$ cat src/rtl/bsq_pkg.sv
package bsq_pkg;
   typedef enum logic {
      ORD_LINEAR     = 1'b0,
      ORD_INTERLEAVE = 1'b1
   } burst_order_e;
endpackage

$ cat src/rtl/bsq_load_ctrl.sv
module bsq_load_ctrl (
   input  logic proc_strobe_n,
   input  logic ctrl_strobe_n,
   input  logic adv_n,
   output logic load,
   output logic step
);
   // A strobe always wins over advance; the processor strobe is checked first.
   always_comb begin
      load = 1'b0;
      step = 1'b0;
      if (!proc_strobe_n) begin
         load = 1'b1;
      end else if (!ctrl_strobe_n) begin
         load = 1'b1;
      end else if (!adv_n) begin
         step = 1'b1;
      end
   end
endmodule

$ cat src/rtl/bsq_beat_counter.sv
module bsq_beat_counter #(
   parameter int ADDR_W  = 17,
   parameter int BURST_W = 2,
   localparam int UPPER_W = ADDR_W - BURST_W
) (
   input  logic               clk,
   input  logic               rst_n,
   input  logic               load,
   input  logic               step,
   input  logic [ADDR_W-1:0]  addr_in,
   output logic [UPPER_W-1:0] upper_q,
   output logic [BURST_W-1:0] base_q,
   output logic [BURST_W-1:0] beat_q
);
   always_ff @(posedge clk or negedge rst_n) begin
      if (!rst_n) begin
         upper_q <= '0;
         base_q  <= '0;
         beat_q  <= '0;
      end else if (load) begin
         upper_q <= addr_in[ADDR_W-1:BURST_W];
         base_q  <= addr_in[BURST_W-1:0];
         beat_q  <= '0;
      end else if (step) begin
         beat_q  <= beat_q + BURST_W'(1);
      end
   end

   // a load restarts the beat count
   a_r7_load_clears_beat: assert property (@(posedge clk) disable iff (!rst_n)
      load |=> (beat_q == '0));

   // an advance steps the beat count by one with wrap
   a_r3_beat_steps: assert property (@(posedge clk) disable iff (!rst_n)
      (step && !load) |=> (beat_q == BURST_W'($past(beat_q) + BURST_W'(1))));

   // no load and no step keeps the beat count
   a_r4_beat_holds: assert property (@(posedge clk) disable iff (!rst_n)
      (!step && !load) |=> $stable(beat_q) && $stable(base_q));
endmodule

$ cat src/rtl/bsq_order_map.sv
module bsq_order_map
   import bsq_pkg::*;
#(
   parameter int BURST_W        = 2,
   parameter bit SUPPORT_LINEAR = 1'b1
) (
   input  logic [BURST_W-1:0] base,
   input  logic [BURST_W-1:0] beat,
   input  burst_order_e       order,
   output logic [BURST_W-1:0] addr_out
);
   logic [BURST_W-1:0] il_addr;

   // The interleaved order flips each start bit where the beat number has a one.
   for (genvar b = 0; b < BURST_W; b++) begin : g_xor
      assign il_addr[b] = base[b] ^ beat[b];
   end

   if (SUPPORT_LINEAR) begin : g_dual
      logic [BURST_W-1:0] lin_addr;
      assign lin_addr = base + beat;
      assign addr_out = (order == ORD_INTERLEAVE) ? il_addr : lin_addr;
   end else begin : g_il_only
      logic unused_order;
      assign unused_order = order;
      assign addr_out = il_addr;
   end
endmodule

$ cat src/rtl/burst_addr_seq.sv
module burst_addr_seq
   import bsq_pkg::*;
#(
   parameter int ADDR_W         = 17,
   parameter int BURST_W        = 2,
   parameter bit SUPPORT_LINEAR = 1'b1,
   localparam int UPPER_W = ADDR_W - BURST_W
) (
   input  logic               clk,
   input  logic               rst_n,
   input  logic               proc_strobe_n,
   input  logic               ctrl_strobe_n,
   input  logic               adv_n,
   input  logic               mode_il,
   input  logic [ADDR_W-1:0]  addr_in,
   output logic [UPPER_W-1:0] upper_addr,
   output logic [BURST_W-1:0] burst_addr
);
   if (BURST_W < 1) begin : g_bad_burst
      $error("BURST_W must be at least 1");
   end
   if (ADDR_W <= BURST_W) begin : g_bad_addr
      $error("ADDR_W must exceed BURST_W");
   end

   logic               load;
   logic               step;
   logic [BURST_W-1:0] base_q;
   logic [BURST_W-1:0] beat_q;
   burst_order_e       order;

   assign order = burst_order_e'(mode_il);

   bsq_load_ctrl u_load_ctrl (
      .proc_strobe_n (proc_strobe_n),
      .ctrl_strobe_n (ctrl_strobe_n),
      .adv_n         (adv_n),
      .load          (load),
      .step          (step)
   );

   bsq_beat_counter #(
      .ADDR_W  (ADDR_W),
      .BURST_W (BURST_W)
   ) u_counter (
      .clk     (clk),
      .rst_n   (rst_n),
      .load    (load),
      .step    (step),
      .addr_in (addr_in),
      .upper_q (upper_addr),
      .base_q  (base_q),
      .beat_q  (beat_q)
   );

   bsq_order_map #(
      .BURST_W        (BURST_W),
      .SUPPORT_LINEAR (SUPPORT_LINEAR)
   ) u_order_map (
      .base     (base_q),
      .beat     (beat_q),
      .order    (order),
      .addr_out (burst_addr)
   );

   // either strobe presents the captured start address next cycle
   a_r2_load_presents_start: assert property (@(posedge clk) disable iff (!rst_n)
      (!proc_strobe_n || !ctrl_strobe_n) |=>
         (burst_addr == $past(addr_in[BURST_W-1:0])) &&
         (upper_addr == $past(addr_in[ADDR_W-1:BURST_W])));

   // upper address moves only on a strobe
   a_r9_upper_kept: assert property (@(posedge clk) disable iff (!rst_n)
      (proc_strobe_n && ctrl_strobe_n) |=> $stable(upper_addr));

   // holding with a steady mode keeps the output
   a_r4_output_holds: assert property (@(posedge clk) disable iff (!rst_n)
      (proc_strobe_n && ctrl_strobe_n && adv_n) |=>
         ($stable(mode_il) -> $stable(burst_addr)));

   // in linear order each advance adds one
   if (SUPPORT_LINEAR) begin : g_lin_chk
      a_r6_linear_plus_one: assert property (@(posedge clk) disable iff (!rst_n)
         (proc_strobe_n && ctrl_strobe_n && !adv_n && !mode_il) |=>
            (!mode_il -> (burst_addr == BURST_W'($past(burst_addr) + BURST_W'(1)))));
   end
endmodule

$ cat config.mk
export PLATFORM = sky130hd
export DESIGN_NAME = burst_addr_seq
export DESIGN_NICKNAME = d
export VERILOG_FILES = /design/src/rtl/bsq_pkg.sv /design/src/rtl/bsq_load_ctrl.sv /design/src/rtl/bsq_beat_counter.sv /design/src/rtl/bsq_order_map.sv /design/src/rtl/burst_addr_seq.sv
export SDC_FILE = /design/constraint.sdc
export NUM_CORES = 1
export LEC_CHECK = 0
export BUFFER_PORTS_ARGS = -buffer_cell sky130_fd_sc_hd__buf_2
export CORE_UTILIZATION = 43
export DETAILED_ROUTE_END_ITERATION = 8
export MAX_ROUTING_LAYER = met4
export PLACE_DENSITY = 0.82
export RECOVER_POWER = 25
export SETUP_SLACK_MARGIN = 0.2
export SLEW_MARGIN = 20
export SYNTH_ARGS = -nofsm -noshare
export SYNTH_HDL_FRONTEND = slang
export SYNTH_HIERARCHICAL = 1
export SYNTH_SLANG_ARGS = --single-unit
export TNS_END_PERCENT = 1
$ cat constraint.sdc
create_clock -name clk -period 1.34 [get_ports clk]
set_clock_uncertainty 0.15 [all_clocks]
set_input_delay 0.201 -clock clk [delete_from_list [all_inputs] [get_ports clk]]
set_output_delay 0.201 -clock clk [all_outputs]
set_load 0.02 [all_outputs]
---- Word level (Yosys, flattened, before mapping) ----
Cells that the tools add are included.
word-level totals
  bits in registers ....................... 19
  logic and storage cells ................. 16
operators by class
  $add $sub $neg .......................... 2
  multiplexer cells ....................... 8
  bitwise gates (word level) .............. 2
  reductions and logical operators ........ 1
operators with widths
  kind                 number
  $mux 2               3
  $mux 1               5
  $add 2x1->2 const B  1
  $add 2x2->2          1
  $reduce_bool 2->1    1
  $xor 1x1->1          2

---- Logic depth before layout (Yosys ltp) ----
Gate-level depths: netlist (run 1).
  depth in word-level cells ............... 5
  gate-level depth with buffers ........... 4
  mapped depth without buffers ............ 3

---- By module ----
The synthesis (run 1) kept the hierarchy.
modules (own cells, without submodules)
  module            instances  cells an instance  area each (um^2)  sequential area each (um^2)
  bsq_beat_counter  1          43                 763.2             475.5
  bsq_order_map     1          4                  36.3              0.0
  bsq_load_ctrl     1          2                  12.5              0.0

---- Worst setup path after synthesis (run 1) ----
OpenSTA, ideal clock, no wires.
  path kind ............................... register to output
  start ................................... register u_counter.beat_q[0]
  end ..................................... output port burst_addr[1]
  arrival time ............................ 1.071 ns
  required time ........................... 0.989 ns
  setup slack ............................. -0.082 ns
  cell stages (with the launch flop) ...... 4
  cells stage by stage .................... dfrtp_1 ha_1 nor2b_1 xnor2_1
on the way
  cells in the longest elaborated chain, start to end .. 2
ends and longest elaborated chain
  element                 RTL line                RTL
  from (decl)             bsq_beat_counter.sv:13  output logic [BURST_W-1:0] beat_q
  from (signal assigned)  bsq_beat_counter.sv:25  beat_q <= beat_q + BURST_W'(1);
  $add 2x2->2             bsq_order_map.sv:21     assign lin_addr = base + beat;
  $mux 2                  bsq_order_map.sv:22     assign addr_out = (order == ORD_INTERLEAVE) ? il_addr : lin_addr;
  to (decl)               burst_addr_seq.sv:17    output logic [BURST_W-1:0] burst_addr
No other way between the ends.

---- Worst setup path after layout (run 1) ----
  start ................................... register u_counter.beat_q[1]
  end ..................................... output port burst_addr[1]
on the way
  cells in the longest elaborated chain, start to end .. 2
  elaborated cells between the ends (all ways) .. 3
  those cells by class .................... add/sub: 1; mux: 1; bitwise: 1
ends and longest elaborated chain
  element                                     RTL line
  $add 2x2->2 or $xor 1x1->1 (tied branches)  bsq_order_map.sv:21, bsq_order_map.sv:16
  $mux 2 (*)                                  bsq_order_map.sv:22
Every way passes the cells marked *; elsewhere a longest branch is shown, timed or not.

==> results of run 1 <==
-- logic make-up (layout without fill, tap and decap cells) --
| logic type | Yosys count | in the layout | synth area share, % |
|---|---|---|---|
| AOI/OAI and AO/OA | 2 | 2 | 1.85 |
| xor gates and xnor gates | 3 | 3 | 3.24 |
| adders and majority gates | 1 | 1 | 1.54 |
| buffers and inverters | 2 | 68 | 3.85 |
| DFF | 19 | 19 | 58.6 |
| muxes | 17 | 17 | 27.3 |
| and+or+nand+nor | 5 | 5 | 3.70 |
-- cell usage after synthesis, drive strengths merged --
| master | number |
|---|---|
| and3b | 1 |
| xnor2 | 3 |
| dfrtp | 19 |
| ha | 1 |
| a21oi | 1 |
| nor2b | 1 |
| nand3b | 1 |
| mux2 | 17 |
| nor2 | 1 |
| nand2 | 1 |
| buf | 2 |
| a21bo | 1 |
-- path summary, 6_finish.rpt --
| kind | startpoint | endpoint | slack (ps) | cells after the start |
|---|---|---|---|---|
| max | u_counter/beat_q[1] | burst_addr[1] | -270 | 4 |
| min | rst_n | u_counter/upper_q[2] | 230 | 2 |
| max reg2reg | u_counter/beat_q[0] | u_counter/beat_q[1] | 150 | 4 |
| min reg2reg | u_counter/upper_q[9] | u_counter/upper_q[9] | 400 | 1 |
| max in group asynchronous | rst_n | u_counter/beat_q[1] | 490 | 2 |
| min in group clk | proc_strobe_n | u_counter/beat_q[1] | 230 | 4 |
-- cell type report --
cell class	count	area share (%)
clock buffer	3	1.57
clock inverter	1	0.349
multi-input combinational	28	24.1
sequential	19	33.2
tap	25	2.18
timing repair buffer	64	38.7
-- power by group through the flow --
stage | clock [W] | combinational [W] | sequential, W
global placement | 0 | 0.000251 | 0.000648
floorplan | 0 | 0.000107 | 0.000699
global route | 0.000322 | 0.000389 | 0.000655
finish | 0.000280 | 0.000369 | 0.000651
detailed placement | 0 | 0.000256 | 0.000651
CTS | 0.000297 | 0.000357 | 0.000649
-- critical path: stages (launching register included) --
cell and delay, ps:
dfrtp_1 410, xnor2_1 170, buf_4 160, xnor2_4 110, buf_6 130
-- metal layers --
metal | routed length, µm | track usage, % | vias up | part of all wire [%]
met5 | 0 | - | - | 0
met4 | 12 | 9.09 | 0 | 0.62
met3 | 50 | 3.57 | 2 | 2.6
met2 | 1140 | 38.6 | 17 | 59
met1 | 735 | 24.1 | 310 | 38
li1 | - | - | 299 | -
-- timing repair --
action,in CTS,in global routing
hold endpoints to repair,36,0
hold buffers,18,0
setup buffers,2,1
endpoints found under the setup margin,17,19
pin swaps,4,1
gates resized for setup,36,2
-- flip-flops by register name (all words and copies together), names as in the netlist --
name	flops
u_counter/base_q	2
u_counter/beat_q	2
u_counter/upper_q	15
-- through the flow --
step	cells	total power, W	worst slack, ps	setup TNS [ps]
global route	140	0.00137	-329	-514
CTS	139	0.00130	-284	-437
detailed placement	115	0.000907	-4.36	-4.36
finish	140	0.00130	-270	-410
floorplan	49	0.000806	68.4	0
global placement	115	0.000899	26.7	0
==> results.ini, run 1 <==
[logic_synthesis]
synth_top_area_cell=dfrtp_1
synthCells=49
synth_cell_types=14
synth-seq-cells=19
syn_avg_cell_area_um2=16.6
yosys_warnings=6
synth_area_um2=812
ys_seq_area_share_pct=58.6
synth_area_leaders=dfrtp_1 (59%), mux2_4 (15%), mux2_2 (12%), xnor2_1 (3.2%), buf_12 (2.5%)
synth_nets=73
yosysTopAreaCellShare_pct=58.6

[run]
drv_cap=0

[critical_path]
crit_fanout=3
crit_required_ps=990
critPathLaunchType=flip-flop
worst-setup-path-type=flip-flop to output port
worstPathArrival_ps=1260
worst_setup_path_end_kind=output port

[drt]
wl_per_cell_um=13.9
ant_nets=0
drcViolationCount=0
drtIter0Drc=1
drt-total-wl_mm=1.94
num_vias=628
first_pass_iters=2
via_per_inst=4.49

[clock_network]
cts_tree=yes
clock_sinks=19
clk_latency_ps=280
cts_buffers=3
clockBufferDepth=2
cts_max_level=1
root_buffer=clkbuf_4
path_clk_slew_ps=110

[global_routing]
grt_pass1_vias=703
grt_pass1_wl_mm=3.02
antenna_found_initial=0
track_usage_pct=21.9
grt_start_max_net_pins=20
grt_overflow=0

[cells_and_area]
final_cell_mix=buf_2 (21), buf_6 (19), dfrtp_1 (19)
drive_gt1_share_pct=63.5
nNetsFinal=140
mostFrequentLayoutCell=buf_2
antenna_cells=0
area_growth_pct=76.6
seq_area_um2=475
fin_util_pct=82.2
n_fill_cell=107
stdcell_area_mm2=0.00143
multiInputGateArea_um2=345

[pwr]
p_per_area_mw_per_mm2=907
clkPwrFrac_pct=21.6
switching_share_pct=26.7
ir_drop_mv=0.684
seq_power_share_pct=50.0
comb_power_share_pct=28.4
intPower_w=0.000953
leakage_nw=0.696
p_switching_w=0.000348

[floorplanning]
row_count=15
die-height_um=45.5
die_x_um=45.5
io_pins=40
start_util_pct=46.5
core-area_mm2=0.00175
die_area_mm2=0.00207

[status]
status=finished, violations left
violations=negative setup slack

[sta]
drv_slew=0
rsz0062_at_grt=true
whs_ps=227
slew_headroom_pct=69.3
fmax_mhz=621
period_needed_ps=1610
tightest_slew_ps=460
layout_setup_ws_ps=-270
finalHoldViolCount=0
finalCritPeriodShare_pct=120
finalSetupViolations=2

[placement]
hpwl_mm=1.10
port_buffers=39
place_area_mm2=0.00108
gp_congestion=0.643

[hold_path]
hold_class=input port to asynchronous set/reset pin

Note: power is estimated with default switching activity, not from simulation.
==> run 2: changes to the inputs <==
- REMOVE_ABC_BUFFERS: unset -> 1
==> run 2 against run 1 <==
  * The flow still finishes with violations (negative setup slack)
  * Die area stayed put
  * Design area is 2.7% lower
  * Maximum frequency is 0.67% lower
  * Global-route usage is 0.65 points higher
  * Largest power group unchanged
==> results.ini, run 2 (synthesis gave the netlist of run 1 again) <==
[placement]
port_buffers=39  ; unchanged
hpwl_mm=1.07  ; -3.1%
gp_congestion=0.661  ; +2.8%
pre_cts_ws_ps=16.1  ; +20.4 ps

[pwr]
ir_drop_mv=0.921  ; +35%
p_per_area_mw_per_mm2=920  ; +1.5%
leakage_nw=0.682  ; -2.0%
fin_total_pwr_w=0.00128  ; -1.2%

[cells_and_area]
antenna_cells=0  ; unchanged
drive_gt1_share_pct=63.7  ; +0.24 points
mostFrequentLayoutCell=buf_2
final_cell_mix=buf_2 (21), dfrtp_1 (19), dlygate4sd3_1 (18)
largest_registers=u_counter/upper_q: 15 flops, u_counter/base_q: 2 flops, u_counter/beat_q: 2 flops
nNetsFinal=138  ; -1.4%
area_growth_pct=71.8
top_register=u_counter/upper_q
largest_reg_flops=15  ; unchanged

[global_routing]
grt_pass1_vias=669  ; -4.8%
track_usage_pct=22.5  ; +0.65 points
grt_start_max_net_pins=20  ; unchanged
grt_overflow=0  ; unchanged
antenna_found_initial=0  ; unchanged
grt_pass1_wl_mm=2.97  ; -1.4%

[drt]
ant_nets=0  ; unchanged
drtIter0Drc=10  ; +9
drt-total-wl_mm=2.00  ; +3.1%
via_per_inst=4.60  ; +2.6%
num_vias=635  ; +1.1%
first_pass_iters=4  ; +2
drcViolationCount=0  ; unchanged
wl_per_cell_um=14.5  ; +4.6%

[critical_path]
crit_required_ps=990  ; about the same
r2r.worst_path.cells=4  ; unchanged
startpoint=u_counter/base_q[0]
crit_fanout=2  ; -1
worst_setup_path_end_kind=output port
r2r-start=u_counter/beat_q[0]
cp.depth=4  ; unchanged
worst-setup-path-type=flip-flop to output port
cpPeakStageDelay_ps=400  ; about the same
crit_buf_inv=1  ; -1
worstPathArrival_ps=1270  ; about the same
cp_cell_sequence=ha_2 > nor2b_4 > xnor2_2 > buf_4
rrSetupSlack_ps=170  ; +20 ps
cpMaxStageDelayCell=dfrtp_1
critPathLaunchType=flip-flop
critPathCapture=burst_addr[1]
crit_family=flip-flops
r2r_end=u_counter/beat_q[1]

[floorplanning]
die-height_um=45.5  ; unchanged
row_count=15  ; unchanged
die_x_um=45.5  ; unchanged
start_util_pct=46.5  ; unchanged
core-area_mm2=0.00175  ; unchanged
die_area_mm2=0.00207  ; unchanged
io_pins=40  ; unchanged

[sta]
slew_headroom_pct=69.2  ; -0.085 points
finalSetupViolations=2  ; unchanged
drv_slew=0  ; unchanged
tightest_slew_ps=462  ; +1.28 ps
rsz0062_at_grt=true
layout_setup_ws_ps=-281  ; -10.9 ps
period_needed_ps=1620  ; +10.9 ps
finalCritPeriodShare_pct=121  ; +0.81 points
fmax_mhz=617  ; -0.67%
finalHoldViolCount=0  ; unchanged

[run]
drv_cap=0  ; unchanged

[status]
violations=negative setup slack
status=finished, violations left

[clock_network]
cts_tree=yes
root_buffer=clkbuf_4
clk_latency_ps=300  ; +20 ps
cts_max_level=1  ; unchanged
clock_sinks=19  ; unchanged
clockBufferDepth=2  ; unchanged
cts_buffers=3  ; unchanged
path_clk_slew_ps=110  ; about the same

[hold_path]
hold_class=input port to flip-flop

run 2: cell count changes in the layout (fill, tap and decap cells not counted), sizes merged:
cell,delta
buf,-2
run 2: what timing repair did:
item | 4_1_cts | 5_1_grt
endpoints found under the setup margin | 17 | 19
setup buffers | 1 | 1
cloned | 0 | 0
endpoints found under the hold margin | 36 | 0
pin swaps | 4 | 3
hold buffers | 18 | 0
resized for setup | 37 | 4
run 2: area by class of cell:
| cell class | instances | area (µm²) |
|---|---|---|
| Clock buffer | 3 | 22.5 |
| Clock inverter | 1 | 5.00 |
| Fill cell | 107 | 350 |
| Multi-Input combinational cell | 28 | 342 |
| Sequential cell | 19 | 475 |
| Tap cell | 25 | 31.3 |
| Timing Repair Buffer | 62 | 519 |
run 2: power by group:
group,switching (W),internal (W),total (W)
clock network,0.000173,0.000111,0.000284
logic,0.000138,0.000209,0.000348
registers,0.0000347,0.000617,0.000652
run 2: worst min path at each step:
stage                      endpoint          start  slack [ps]  cells after the start
5_1_grt         u_counter/beat_q[1]  proc_strobe_n         230                      4
4_1_cts        u_counter/upper_q[3]          rst_n         200                      2
3_3_place_gp   u_counter/upper_q[1]          rst_n        -0.3                      1
2_1_floorplan   u_counter/base_q[0]          rst_n        -240                      0
3_5_place_dp   u_counter/upper_q[1]          rst_n        0.09                      1
6_report        u_counter/beat_q[1]  proc_strobe_n         210                      4
run 2: metrics by stage:
stage                     area, µm²  cells  utilization (%)  hold WS [ps]  setup TNS [ps]
after floorplan                 781     47                -          -245            -437
after global placement         1030    114             59.0        -0.300               0
after detailed placement       1030    114             59.0        0.0939               0
after CTS                      1360    137             78.1           200            -463
after global routing           1400    138             79.9           228            -513
final                          1400    138             79.9           207            -426
run 2: layer usage:
layer	track usage (%)	part of all wire (%)	vias to the layer above
li1	-	-	296
met1	22.4	34	313
met2	41.4	61	24
met3	7.54	4.6	2
met4	5.45	0.60	0
met5	-	0	-
run 2: tightest hold or removal path: stages:
cell     delay, ps
buf_2          100
nand2_1         70
buf_4          210
a21oi_2         40
==> run 3: changes to the inputs <==
- RECOVER_POWER: 25 -> unset
==> run 3 against run 2 <==
  * The run still ends with negative setup slack left
  * Clock-buffer cell count is the same
  * Critical path depth unchanged
  * Total power about the same
  * Global-route usage stayed put
  * Critical path type unchanged
==> results.ini, run 3 (synthesis gave the netlist of run 1 again) <==
[status]
status=finished, violations left
violations=negative setup slack

[cells_and_area]
mostFrequentLayoutCell=buf_2
stdcell_count=138  ; unchanged
largest_registers=u_counter/upper_q: 15 flops, u_counter/base_q: 2 flops, u_counter/beat_q: 2 flops
top_register=u_counter/upper_q
drive_gt1_share_pct=63.7  ; unchanged
fin_util_pct=79.9  ; unchanged
final_cell_mix=buf_2 (22), dfrtp_1 (19), dlygate4sd3_1 (18)
nNetsFinal=138  ; unchanged
stdcell_area_mm2=0.00140  ; unchanged
multiInputGateArea_um2=342  ; unchanged
area_growth_pct=71.8  ; unchanged
seq_area_um2=475  ; unchanged
largest_reg_flops=15  ; unchanged
n_fill_cell=107  ; unchanged
antenna_cells=0  ; unchanged

[floorplanning]
core-area_mm2=0.00175  ; unchanged
die_x_um=45.5  ; unchanged
die_area_mm2=0.00207  ; unchanged
start_util_pct=46.5  ; unchanged
io_pins=40  ; unchanged
die-height_um=45.5  ; unchanged
row_count=15  ; unchanged

[drt]
via_per_inst=4.60  ; unchanged
drcViolationCount=0  ; unchanged
drt-total-wl_mm=2.00  ; about the same
ant_nets=0  ; unchanged
wl_per_cell_um=14.5  ; about the same
num_vias=635  ; unchanged
first_pass_iters=4  ; unchanged
drtIter0Drc=10  ; unchanged

[clock_network]
clockBufferDepth=2  ; unchanged
clock_sinks=19  ; unchanged
cts_buffers=3  ; unchanged
path_clk_slew_ps=110  ; about the same
clk_latency_ps=290  ; about the same
cts_max_level=1  ; unchanged
cts_tree=yes
root_buffer=clkbuf_4

[sta]
tightest_slew_ps=415  ; -46.3 ps
drv_slew=0  ; unchanged
period_needed_ps=1620  ; -0.880 ps
fmax_mhz=617  ; about the same
finalCritPeriodShare_pct=121  ; about the same
slew_headroom_pct=72.3  ; +3.1 points
layout_setup_ws_ps=-280  ; +0.880 ps
rsz0062_at_grt=true
finalHoldViolCount=0  ; unchanged
finalSetupViolations=2  ; unchanged

[critical_path]
crit_family=flip-flops
cpMaxStageDelayCell=dfrtp_1
worstPathArrival_ps=1270  ; about the same
cpPeakStageDelay_ps=400  ; about the same
crit_buf_inv=1  ; unchanged
critPathLaunchType=flip-flop
crit_required_ps=990  ; about the same
cp_cell_sequence=ha_2 > nor2b_4 > xnor2_2 > buf_4
worst-setup-path-type=flip-flop to output port
crit_fanout=2  ; unchanged
worst_setup_path_end_kind=output port

[placement]
port_buffers=39  ; unchanged
placed_cells=114  ; unchanged
pre_cts_ws_ps=16.1  ; unchanged
gp_congestion=0.661  ; unchanged
hpwl_mm=1.07  ; unchanged
place_area_mm2=0.00103  ; unchanged

[pwr]
ir_drop_mv=0.921  ; about the same
leakage_nw=0.681  ; about the same
p_per_area_mw_per_mm2=920  ; about the same

[global_routing]
antenna_found_initial=0  ; unchanged
grt_pass1_wl_mm=2.97  ; unchanged
grt_pass1_vias=669  ; unchanged
grt_overflow=0  ; unchanged
track_usage_pct=22.5  ; unchanged
grt_start_max_net_pins=20  ; unchanged

[run]
drv_cap=0  ; unchanged

[hold_path]
hold_class=input port to asynchronous set/reset pin

-- run 3: cell count changes in the layout (fill, tap and decap cells not counted) --
cell / previous run / this run
buf_2: 21 / 22
clkbuf_2: 1 / 0
-- run 3: cell type report --
class,instances,area share [%]
multi-input combinational,28,24.5
clock buffer,3,1.61
timing repair buffer,62,37.2
sequential,19,34.1
clock inverter,1,0.359
tap,25,2.24
-- run 3: repair_timing --
| action | 4_1_cts | 5_1_grt |
|---|---|---|
| setup buffers | 1 | 1 |
| pin swaps | 4 | 3 |
| hold endpoints to repair | 36 | 0 |
| hold buffers | 18 | 0 |
| cloned | 0 | 0 |
| endpoints found under the setup margin | 17 | 19 |
| gates resized for setup | 37 | 4 |
-- run 3: worst register-to-register path: stages, from the launching register on --
cell     delay [ps]
dfrtp_1         400
buf_4           140
buf_6           110
a21bo_2         210
a21oi_2         110
-- run 3: stage by stage --
step	power, W	hold WS, ps	setup TNS [ps]
after global routing	0.00134	228	-513
after floorplan	0.000788	-245	-437
after global placement	0.000881	-0.300	0
after detailed placement	0.000889	0.0939	0
after CTS	0.00128	200	-463
final	0.00128	205	-424
-- run 3: path summary, 6_finish.rpt --
check	from	endpoint	slack [ps]	cells after the start
worst max-delay path	u_counter/base_q[0]	burst_addr[1]	-280	4
worst min-delay path	rst_n	u_counter/upper_q[5]	200	2
worst max register to register	u_counter/beat_q[0]	u_counter/beat_q[1]	170	4
worst min register to register	u_counter/upper_q[11]	u_counter/upper_q[11]	390	1
max in group asynchronous	rst_n	u_counter/upper_q[13]	540	2
min in group clk	proc_strobe_n	u_counter/beat_q[1]	210	4
-- run 3: report_power, final --
part           internal, W  switching, W  leakage [nW]
clock network     0.000111      0.000172        0.0177
logic             0.000209      0.000138         0.438
registers         0.000617     0.0000347         0.226
-- run 3: routing by layer --
metal  GRT usage (%)  up-vias  share of wire, %
met5               -        -                 0
met4            5.45        0              0.60
met3            7.54        2               4.6
met2            41.4       24                61
met1            22.4      313                34
li1                -      296                 -
